`src/rtl/mbf_pkg.sv`:
```
package mbf_pkg;
  localparam int unsigned ADDR_W_DEF  = 18;
  localparam int unsigned DATA_W_DEF  = 8;
  localparam int unsigned SYNC_DEF    = 2;
  localparam int unsigned GLITCH_DEF  = 4;
  localparam int unsigned IDLE_DEF    = 16;

  // bit positions inside the synchronised strobe vector
  typedef enum int unsigned {
    STB_CE = 0,
    STB_OE = 1,
    STB_WE = 2
  } stb_idx_e;

  localparam int unsigned NUM_STB = 3;
endpackage

```
`src/rtl/mbf_sync.sv`:
```
module mbf_sync #(
  parameter int unsigned W      = 1,
  parameter int unsigned STAGES = 2,
  parameter logic [W-1:0] RST_VAL = '0
) (
  input  logic         clk_i,
  input  logic         rst_ni,
  input  logic [W-1:0] d_i,
  output logic [W-1:0] q_o
);
  generate
    if (STAGES <= 1) begin : g_single
      logic [W-1:0] stg_q;
      always_ff @(posedge clk_i or negedge rst_ni) begin
        if (!rst_ni) stg_q <= RST_VAL;
        else         stg_q <= d_i;
      end
      assign q_o = stg_q;
    end else begin : g_chain
      logic [STAGES-1:0][W-1:0] stg_q;
      always_ff @(posedge clk_i or negedge rst_ni) begin
        if (!rst_ni) stg_q <= {STAGES{RST_VAL}};
        else         stg_q <= {stg_q[STAGES-2:0], d_i};
      end
      assign q_o = stg_q[STAGES-1];
    end
  endgenerate
endmodule

```
`src/rtl/mbf_glitch.sv`:
```
module mbf_glitch #(
  parameter int unsigned G       = 4,
  parameter bit          RST_VAL = 1'b1
) (
  input  logic clk_i,
  input  logic rst_ni,
  input  logic in_i,
  output logic out_o
);
  localparam int unsigned CW = $clog2(G) + 1;
  localparam logic [CW-1:0] LAST = CW'(G - 1);

  logic          out_q;
  logic [CW-1:0] cnt_q;

  // output follows input only after G consecutive differing samples
  always_ff @(posedge clk_i or negedge rst_ni) begin
    if (!rst_ni) begin
      out_q <= RST_VAL;
      cnt_q <= '0;
    end else if (in_i != out_q) begin
      if (cnt_q == LAST) begin
        out_q <= in_i;
        cnt_q <= '0;
      end else begin
        cnt_q <= cnt_q + 1'b1;
      end
    end else begin
      cnt_q <= '0;
    end
  end

  assign out_o = out_q;

  a_r6_change_follows_input: assert property (@(posedge clk_i) disable iff (!rst_ni)
    (out_q != $past(out_q)) |-> ($past(in_i) == out_q));

  a_r6_cnt_bound: assert property (@(posedge clk_i) disable iff (!rst_ni)
    cnt_q < CW'(G));
endmodule

```
`src/rtl/mbf_wr_cap.sv`:
```
module mbf_wr_cap #(
  parameter int unsigned ADDR_W = 18,
  parameter int unsigned DATA_W = 8
) (
  input  logic              clk_i,
  input  logic              rst_ni,
  input  logic              ce_f_i,
  input  logic              we_f_i,
  input  logic              oe_s_i,
  input  logic [ADDR_W-1:0] addr_i,
  input  logic [DATA_W-1:0] data_i,
  output logic              wr_ev_o,
  output logic [ADDR_W-1:0] wr_addr_o,
  output logic [DATA_W-1:0] wr_data_o
);
  logic wr_act, wr_act_q, viol_q, start, stop;

  assign wr_act = !ce_f_i && !we_f_i;
  assign start  = wr_act && !wr_act_q;
  assign stop   = !wr_act && wr_act_q;

  always_ff @(posedge clk_i or negedge rst_ni) begin
    if (!rst_ni) begin
      wr_act_q  <= 1'b0;
      viol_q    <= 1'b0;
      wr_ev_o   <= 1'b0;
      wr_addr_o <= '0;
      wr_data_o <= '0;
    end else begin
      wr_act_q <= wr_act;
      wr_ev_o  <= 1'b0;
      if (start) begin
        wr_addr_o <= addr_i;
        viol_q    <= !oe_s_i;
      end else if (wr_act) begin
        viol_q    <= viol_q || !oe_s_i;
      end
      if (stop) begin
        wr_data_o <= data_i;
        wr_ev_o   <= !(viol_q || !oe_s_i);
        viol_q    <= 1'b0;
      end
    end
  end

  a_r4_single_pulse: assert property (@(posedge clk_i) disable iff (!rst_ni)
    wr_ev_o |=> !wr_ev_o);

  a_r5_oe_high_at_end: assert property (@(posedge clk_i) disable iff (!rst_ni)
    wr_ev_o |-> $past(oe_s_i));

  a_r3_addr_held: assert property (@(posedge clk_i) disable iff (!rst_ni)
    (wr_act_q && $past(wr_act_q)) |-> $stable(wr_addr_o));
endmodule

```
`src/rtl/mbf_rd_ctl.sv`:
```
module mbf_rd_ctl #(
  parameter int unsigned ADDR_W = 18
) (
  input  logic              clk_i,
  input  logic              rst_ni,
  input  logic              ce_f_i,
  input  logic              oe_s_i,
  input  logic              we_f_i,
  input  logic [ADDR_W-1:0] addr_i,
  output logic              rd_ev_o,
  output logic [ADDR_W-1:0] rd_addr_o,
  output logic              drive_o
);
  logic rd_act;

  assign rd_act = !ce_f_i && !oe_s_i && we_f_i;

  always_ff @(posedge clk_i or negedge rst_ni) begin
    if (!rst_ni) begin
      drive_o   <= 1'b0;
      rd_ev_o   <= 1'b0;
      rd_addr_o <= '0;
    end else begin
      drive_o   <= rd_act;
      rd_ev_o   <= rd_act && (!drive_o || addr_i != rd_addr_o);
      rd_addr_o <= addr_i;
    end
  end

  a_r2_start_event: assert property (@(posedge clk_i) disable iff (!rst_ni)
    $rose(drive_o) |-> rd_ev_o);

  a_r8_oe_blocks_drive: assert property (@(posedge clk_i) disable iff (!rst_ni)
    $past(oe_s_i) |-> !drive_o);
endmodule

```
`src/rtl/mbf_bus_front.sv`:
```
module mbf_bus_front
  import mbf_pkg::*;
#(
  parameter int unsigned ADDR_W      = ADDR_W_DEF,
  parameter int unsigned DATA_W      = DATA_W_DEF,
  parameter int unsigned SYNC_STAGES = SYNC_DEF,
  parameter int unsigned GLITCH_CYC  = GLITCH_DEF,
  parameter int unsigned IDLE_CYC    = IDLE_DEF
) (
  input  logic              clk_i,
  input  logic              rst_ni,
  input  logic              ce_n_i,
  input  logic              oe_n_i,
  input  logic              we_n_i,
  input  logic [ADDR_W-1:0] addr_i,
  input  logic [DATA_W-1:0] data_i,
  input  logic [DATA_W-1:0] rd_data_i,
  output logic [DATA_W-1:0] data_o,
  output logic              data_oe_o,
  output logic              rd_ev_o,
  output logic [ADDR_W-1:0] rd_addr_o,
  output logic              wr_ev_o,
  output logic [ADDR_W-1:0] wr_addr_o,
  output logic [DATA_W-1:0] wr_data_o,
  output logic              standby_o,
  output logic              auto_stby_o
);
  // address/data delay matches synchroniser plus filter latency
  localparam int unsigned DLY    = SYNC_STAGES + GLITCH_CYC;
  localparam int unsigned AD_W   = ADDR_W + DATA_W;
  localparam int unsigned QUIET_W = NUM_STB + AD_W;
  localparam int unsigned ICW    = $clog2(IDLE_CYC + 1);

  logic [NUM_STB-1:0] stb_raw, stb_s;
  logic [AD_W-1:0]    ad_d;
  logic [ADDR_W-1:0]  addr_d;
  logic [DATA_W-1:0]  data_d;
  logic [1:0]         filt_in, filt_out;
  logic               ce_f, we_f, drive;

  assign stb_raw[STB_CE] = ce_n_i;
  assign stb_raw[STB_OE] = oe_n_i;
  assign stb_raw[STB_WE] = we_n_i;

  mbf_sync #(.W(NUM_STB), .STAGES(SYNC_STAGES), .RST_VAL({NUM_STB{1'b1}})) u_stb_sync (
    .clk_i (clk_i), .rst_ni (rst_ni), .d_i (stb_raw), .q_o (stb_s)
  );

  mbf_sync #(.W(AD_W), .STAGES(DLY), .RST_VAL('0)) u_ad_dly (
    .clk_i (clk_i), .rst_ni (rst_ni), .d_i ({addr_i, data_i}), .q_o (ad_d)
  );
  assign {addr_d, data_d} = ad_d;

  assign filt_in = {stb_s[STB_WE], stb_s[STB_CE]};

  generate
    for (genvar i = 0; i < 2; i++) begin : g_filt
      mbf_glitch #(.G(GLITCH_CYC), .RST_VAL(1'b1)) u_filt (
        .clk_i (clk_i), .rst_ni (rst_ni), .in_i (filt_in[i]), .out_o (filt_out[i])
      );
    end
  endgenerate

  assign ce_f = filt_out[0];
  assign we_f = filt_out[1];

  mbf_wr_cap #(.ADDR_W(ADDR_W), .DATA_W(DATA_W)) u_wr (
    .clk_i     (clk_i),
    .rst_ni    (rst_ni),
    .ce_f_i    (ce_f),
    .we_f_i    (we_f),
    .oe_s_i    (stb_s[STB_OE]),
    .addr_i    (addr_d),
    .data_i    (data_d),
    .wr_ev_o   (wr_ev_o),
    .wr_addr_o (wr_addr_o),
    .wr_data_o (wr_data_o)
  );

  mbf_rd_ctl #(.ADDR_W(ADDR_W)) u_rd (
    .clk_i     (clk_i),
    .rst_ni    (rst_ni),
    .ce_f_i    (ce_f),
    .oe_s_i    (stb_s[STB_OE]),
    .we_f_i    (we_f),
    .addr_i    (addr_d),
    .rd_ev_o   (rd_ev_o),
    .rd_addr_o (rd_addr_o),
    .drive_o   (drive)
  );

  assign data_oe_o = drive;
  assign data_o    = drive ? rd_data_i : '0;

  // registered deselect, aligned with the read drive register
  always_ff @(posedge clk_i or negedge rst_ni) begin
    if (!rst_ni) standby_o <= 1'b1;
    else         standby_o <= ce_f;
  end

  // inactivity timer
  logic [QUIET_W-1:0] smp, smp_q;
  logic [ICW-1:0]     idle_q;
  logic               quiet;

  assign smp   = {stb_s, ad_d};
  assign quiet = (smp == smp_q);

  always_ff @(posedge clk_i or negedge rst_ni) begin
    if (!rst_ni) begin
      smp_q       <= {{NUM_STB{1'b1}}, {AD_W{1'b0}}};
      idle_q      <= '0;
      auto_stby_o <= 1'b0;
    end else begin
      smp_q <= smp;
      if (!quiet) begin
        idle_q      <= '0;
        auto_stby_o <= 1'b0;
      end else begin
        if (idle_q != ICW'(IDLE_CYC)) idle_q <= idle_q + 1'b1;
        auto_stby_o <= (idle_q >= ICW'(IDLE_CYC - 1));
      end
    end
  end

  a_r1_standby_no_drive: assert property (@(posedge clk_i) disable iff (!rst_ni)
    standby_o |-> (!data_oe_o && !rd_ev_o));

  a_r7_rise_needs_quiet: assert property (@(posedge clk_i) disable iff (!rst_ni)
    $rose(auto_stby_o) |-> $past(quiet));

  a_r2_no_event_overlap: assert property (@(posedge clk_i) disable iff (!rst_ni)
    !(rd_ev_o && wr_ev_o));
endmodule

```
`config.mk`:
```
export PLATFORM = sky130hd
export DESIGN_NAME = mbf_bus_front
export DESIGN_NICKNAME = d
export VERILOG_FILES = /design/src/rtl/mbf_pkg.sv /design/src/rtl/mbf_sync.sv /design/src/rtl/mbf_glitch.sv /design/src/rtl/mbf_wr_cap.sv /design/src/rtl/mbf_rd_ctl.sv /design/src/rtl/mbf_bus_front.sv
export SDC_FILE = /design/constraint.sdc
export NUM_CORES = 1
export LEC_CHECK = 0
export ABC_AREA = 1
export BUFFER_PORTS_ARGS = -buffer_cell sky130_fd_sc_hd__buf_2
export CAP_MARGIN = 20
export CELL_PAD_IN_SITES_DETAIL_PLACEMENT = 1
export CELL_PAD_IN_SITES_GLOBAL_PLACEMENT = 2
export CORE_MARGIN = 5
export CORE_UTILIZATION = 39
export DETAILED_ROUTE_END_ITERATION = 12
export GPL_TIMING_DRIVEN = 0
export PLACE_DENSITY = 0.84
export SYNTH_ARGS = -nofsm -noshare
export SYNTH_HDL_FRONTEND = slang
export SYNTH_SLANG_ARGS = --single-unit
```
`constraint.sdc`:
```
create_clock -name clk_i -period 1.5 [get_ports clk_i]
set_clock_uncertainty 0.2 [all_clocks]
set_input_delay 0.3 -clock clk_i [delete_from_list [all_inputs] [get_ports clk_i]]
set_output_delay 0.3 -clock clk_i [all_outputs]
set_load 0.03 [all_outputs]
```
# After elaboration in Yosys (flattened, before gate mapping)
# Cells that the tools add are included.
[classes] add_sub_neg=3 order_cmp=1 n_eq_ne=8 mux=12 reduce_logical=18
[ops] cell="$eq 29x29->1" count=1
[ops] cell="$ne 18x18->1" count=1
[ops] cell="$mux 3" count=4
[ops] cell="$mux 5" count=2
[ops] cell="$mux 8" count=1
[ops] cell="$logic_not 1->1" count=7
[ops] cell="$add 3x1->3 const B" count=2
[ops] cell="$eq 3x2->1 const B" count=2
[ops] cell="$logic_and 1x1->1" count=6
[ops] cell="$add 5x1->5 const B" count=1
[ops] cell="$ge 5x4->1 const B" count=1
[ops] cell="$mux 1" count=5
[ops] cell="$ne 5x5->1 const B" count=1
[ops] cell="$reduce_and 2->1" count=2
[ops] cell="$reduce_bool 3->1" count=1
[ops] cell="$logic_or 1x1->1" count=2
[ops] cell="$ne 1x1->1" count=2
[ops] cell="$ne 2x1->1 const B" count=1
[totals] regBits=255 input_bits=39 out_inout_bits=57

# Logic depth before layout (Yosys ltp)
[logic_depth] word_depth=5 mapped_depth=10 ltp_nobuf=10

# Cells and area by module
# From an unflattened synthesis, not the netlist that was laid out.
[unflattened] cells_unflattened=620 area_unflattened_um2=8221.6
[by_module_without_submodules] module="mbf_sync at u_ad_dly" instances=1 cells_per_inst=182 area_each_um2=4098.9 seq_area_each_um2=3903.7
[by_module_without_submodules] module="mbf_bus_front" instances=1 cells_per_inst=152 area_each_um2=1517.7 seq_area_each_um2=905.9
[by_module_without_submodules] module="mbf_wr_cap" instances=1 cells_per_inst=121 area_each_um2=1162.4 seq_area_each_um2=725.7
[by_module_without_submodules] module="mbf_rd_ctl" instances=1 cells_per_inst=110 area_each_um2=882.1 seq_area_each_um2=500.5
[by_module_without_submodules] module="mbf_glitch" instances=2 cells_per_inst=23 area_each_um2=190.2 seq_area_each_um2=101.3
[by_module_without_submodules] module="mbf_sync at u_stb_sync" instances=1 cells_per_inst=9 area_each_um2=180.2 seq_area_each_um2=157.7

# Least setup slack after synthesis
# No wires, ideal clock.
[synth_path] path_type="register to output" start="register u_rd.drive_o" end="output port data_o[0]" t_arrival_ps=1031 required_ps=1000 slack_ps=-31 path_stages_with_launch=4 n_path_buf=1 path_cell_list="dfrtp_1 > clkbuf_1 > nand2_1 > inv_1"
[synth_via] elab_chain_cells=1
[synth_lines] item="start: declaration" line="mbf_rd_ctl.sv:12" rtl="output logic drive_o"
[synth_lines] item="start signal: assignment" line="mbf_rd_ctl.sv:24" rtl="drive_o <= rd_act;"
[synth_lines] item="$mux 8" line="mbf_bus_front.sv:93" rtl="assign data_o = drive ? rd_data_i : '0;"
[synth_lines] item="end: declaration" line="mbf_bus_front.sv:18" rtl="output logic [DATA_W-1:0] data_o,"
# Every way passes these cells.

# Worst setup path in the final report
[layout_path] start="register u_rd.drive_o" end="output port data_o[5]"
# The elaborated chain is that of the path after synthesis.

==> results.sh <==
export IMPL_grt_antenna_before_repair=0
export IMPL_r2r_end="idle_q[1]"
export IMPL_drt_wl_total_um=16000
export IMPL_dieArea_um2=22200
export IMPL_r2r_start="u_rd.rd_addr_o[9]"
export IMPL_yosysWarningCount=0
export IMPL_grt_max_degree=135
export IMPL_async_reset_ff_share_pct=100
export IMPL_place_gp_congestion=0.706
export IMPL_yosysTopAreaCellShare_pct=74.7
export IMPL_setup_tns_ps=-7740
export IMPL_drtIter0Drc=207
export IMPL_seq_area_frac_synth_pct=78.9
export IMPL_clkTransAtPathRegs_ps=70
export IMPL_fmax_ghz=0.550
export IMPL_rows=50
export IMPL_pin_count=96
export IMPL_cts_buffer_depth=3
export IMPL_arrival_ps=1320
export IMPL_ff2ff_setup_slack_ps=-130
export IMPL_setup_viol=62
export IMPL_slew_headroom_pct=47.4
export IMPL_synthDistinctLibCells=25
export IMPL_final_setup_worst_slack_ps=-318
export IMPL_worst_setup_path_type="reg2out"
export IMPL_whs_ps=-385
export IMPL_ys_ff_latch=237
export IMPL_cts_max_level=1
export IMPL_cts_root_buf="clkbuf_16"
export IMPL_wl_per_cell_um=15.5
export IMPL_clk_latency_ps=510
export IMPL_syn_instance_count=557
export IMPL_synth_edff_count=0
export IMPL_start_util_pct=39.9
export IMPL_cp_endpoint="data_o[5]"
export IMPL_cts_tree="yes"
export IMPL_startpoint="u_rd.drive_o"
export IMPL_finalMaxSlewViolations=0
export IMPL_dp_hpwl_um=9060
export IMPL_grt_ovfl_total=0
export IMPL_violations="negative hold slack, negative setup slack"
export IMPL_yosysTopAreaCell="dfrtp_1"
export IMPL_synth_flop_cell="dfrtp_1"
export IMPL_syn_area_um2=7540
export IMPL_hold_class="in2async"
export IMPL_syn_area_per_cell_um2=13.5
export IMPL_r2r_worst_path_cells=10
export IMPL_die_y_um=149
export IMPL_crit_required_ps=1000
export IMPL_post_place_ws_ps=-220
export IMPL_synth_common_cells="225 x dfrtp_1, 134 x nand2_1, 64 x inv_1, 33 x nor2_1, 18 x buf_4"
export IMPL_p_leak_uw=0.00529
export IMPL_clkSinkCount=237
export IMPL_ant_nets=0
export IMPL_postCtsHoldBufs=29
export IMPL_p_per_area_nw_per_um2=1760
export IMPL_track_usage_pct=14.2
export IMPL_areaGrowthSynthToFinish_pct=41.5
export IMPL_synth_nets=601
export IMPL_layout_drive_gt1_share_pct=40.4
export IMPL_endpoint_kind="output pin"
export IMPL_status="complete, but fails checks"
export IMPL_min_period_over_period_pct=121
export IMPL_vias_per_cell=4.30
export IMPL_rsz0062_at_grt="true"
export IMPL_tightest_slew_ps=789
export IMPL_yosysMostFrequentCell="dfrtp_1"
export IMPL_crit_path_start_kind="register"
export IMPL_cts_buffers=24
export IMPL_first_pass_iters=4
export IMPL_fp_dieW_um=149
export IMPL_grt_pass1_wl_um=25500
export IMPL_maxCapViolCount=0
export IMPL_synth_area_leaders="dfrtp_1 75%, nand2_1 6.7%, dfstp_2 4.2%"
export IMPL_finalHoldViolCount=102
export IMPL_fin_util_pct=56.5
export IMPL_design_core_area_um2=18900
export IMPL_numPortBuffers=95
export IMPL_grt_pass1_vias=5063
export IMPL_worstPathMaxFanout=9
export IMPL_diodes=0
export IMPL_ir_drop_uv=934
export IMPL_period_needed_ps=1820
export IMPL_num_vias=4450
export IMPL_drc_errors=0
export IMPL_fin_nets=802
[placed cells by master (no fill, tap or decap), types with 3 or more instances in the layout]
cell type      count
buf_4             34
buf_6             88
buf_12             3
nor3_1             3
inv_1             53
nand3_1            3
inv_2             11
clkbuf_16         27
clkinv_2           9
nand2_2           23
ha_1               4
xnor2_1            4
nor2_4             6
dlygate4sd3_1     29
o21ai_2           16
nand2_1           99
nand2_4           14
nor2_1            20
dfstp_2           12
buf_2             38
clkbuf_8           5
nor2_2             9
nand3_2            3
xor2_1            13
dfrtp_1          225
[state kept, by name, summed over array words and instances, names as in the netlist]
name                      count
smp_q                        12
u_wr.viol_q                   1
u_rd.rd_addr_o               17
idle_q                        5
u_ad_dly.q_o                 26
u_stb_sync.g_chain.stg_q      3
u_rd.drive_o                  1
u_wr.wr_data_o                8
u_ad_dly.g_chain.stg_q      130
g_filt.u_filt.cnt_q           6
u_stb_sync.q_o                3
u_wr.wr_ev_o                  1
g_filt.u_filt.out_o           2
standby_o                     1
u_wr.wr_addr_o               18
auto_stby_o                   1
u_wr.wr_act_q                 1
u_rd.rd_ev_o                  1
[per-layer routing]
| metal | routed length (µm) | vias to the layer above | track usage (%) |
|---|---|---|---|
| li1 | - | 2062 | - |
| met1 | 6030 | 2250 | 16.0 |
| met5 | 0 | - | 0 |
| met4 | 482 | 0 | 4.21 |
| met3 | 907 | 37 | 3.49 |
| met2 | 8610 | 101 | 26.7 |
[report_power, final]
group          switching (µW)  total (µW)  leakage, µW  internal (µW)
Combinational            2690        5100      0.00208           2410
Sequential                527        7700      0.00280           7170
Clock                    2360        5970     0.000410           3620
[repair_timing]
item / CTS / global route
pin swaps: 30 / 27
gates cloned: 1 / 2
resized for setup: 164 / 79
endpoints found under the setup margin: 88 / 76
endpoints found under the hold margin: 131 / 102
setup buffers: 35 / 13
[worst max-delay path, stage by stage (launching register included)]
cell and delay [ps]:
dfrtp_1 400, buf_8 140, nand2_1 70, inv_1 60
buf_6 130
[how the worst min path moves through the flow]
stage | startpoint | to | slack, ps | cells after the start
global route | rst_ni | u_ad_dly.g_chain.stg_q[37] | -310 | 1
detailed placement | u_ad_dly.g_chain.stg_q[15] | u_ad_dly.g_chain.stg_q[41] | 140 | 0
floorplan | rst_ni | auto_stby_o | -200 | 0
CTS | rst_ni | u_ad_dly.g_chain.stg_q[46] | -330 | 1
global placement | u_ad_dly.g_chain.stg_q[66] | u_ad_dly.g_chain.stg_q[92] | 130 | 0
finish | rst_ni | u_ad_dly.g_chain.stg_q[37] | -390 | 1
[metrics by stage]
step | power, µW | std cells | cell area, µm²
floorplan | 9770 | 557 | 7540
global placement | 10800 | 912 | 8340
detailed placement | 10900 | 913 | 8380
CTS | 18200 | 1021 | 10300
global route | 19700 | 1035 | 10700
finish | 18800 | 1035 | 10700
[kinds of logic after synthesis]
logic type | count (synthesis) | synth area share, %
AND/OR/NAND/NOR | 186 | 10.1
buffers and inverters | 90 | 5.86
XOR/XNOR | 19 | 2.21
AO/OA/AOI/OAI | 20 | 2.12
adder cells (fa/ha/maj) | 5 | 0.830
flip-flops | 237 | 78.9
[layout make-up]
cell class / count / area [µm²]
clock inverters: 11 / 105
well taps: 260 / 325
fillers: 1853 / 8220
clock buffers: 32 / 702
plain buffers: 22 / 278
multi-input cells: 230 / 1400
flip-flops and latches: 237 / 5950
inverters: 67 / 269
repair buffers: 176 / 1640
No activity file was read; power rests on OpenSTA's default activity.
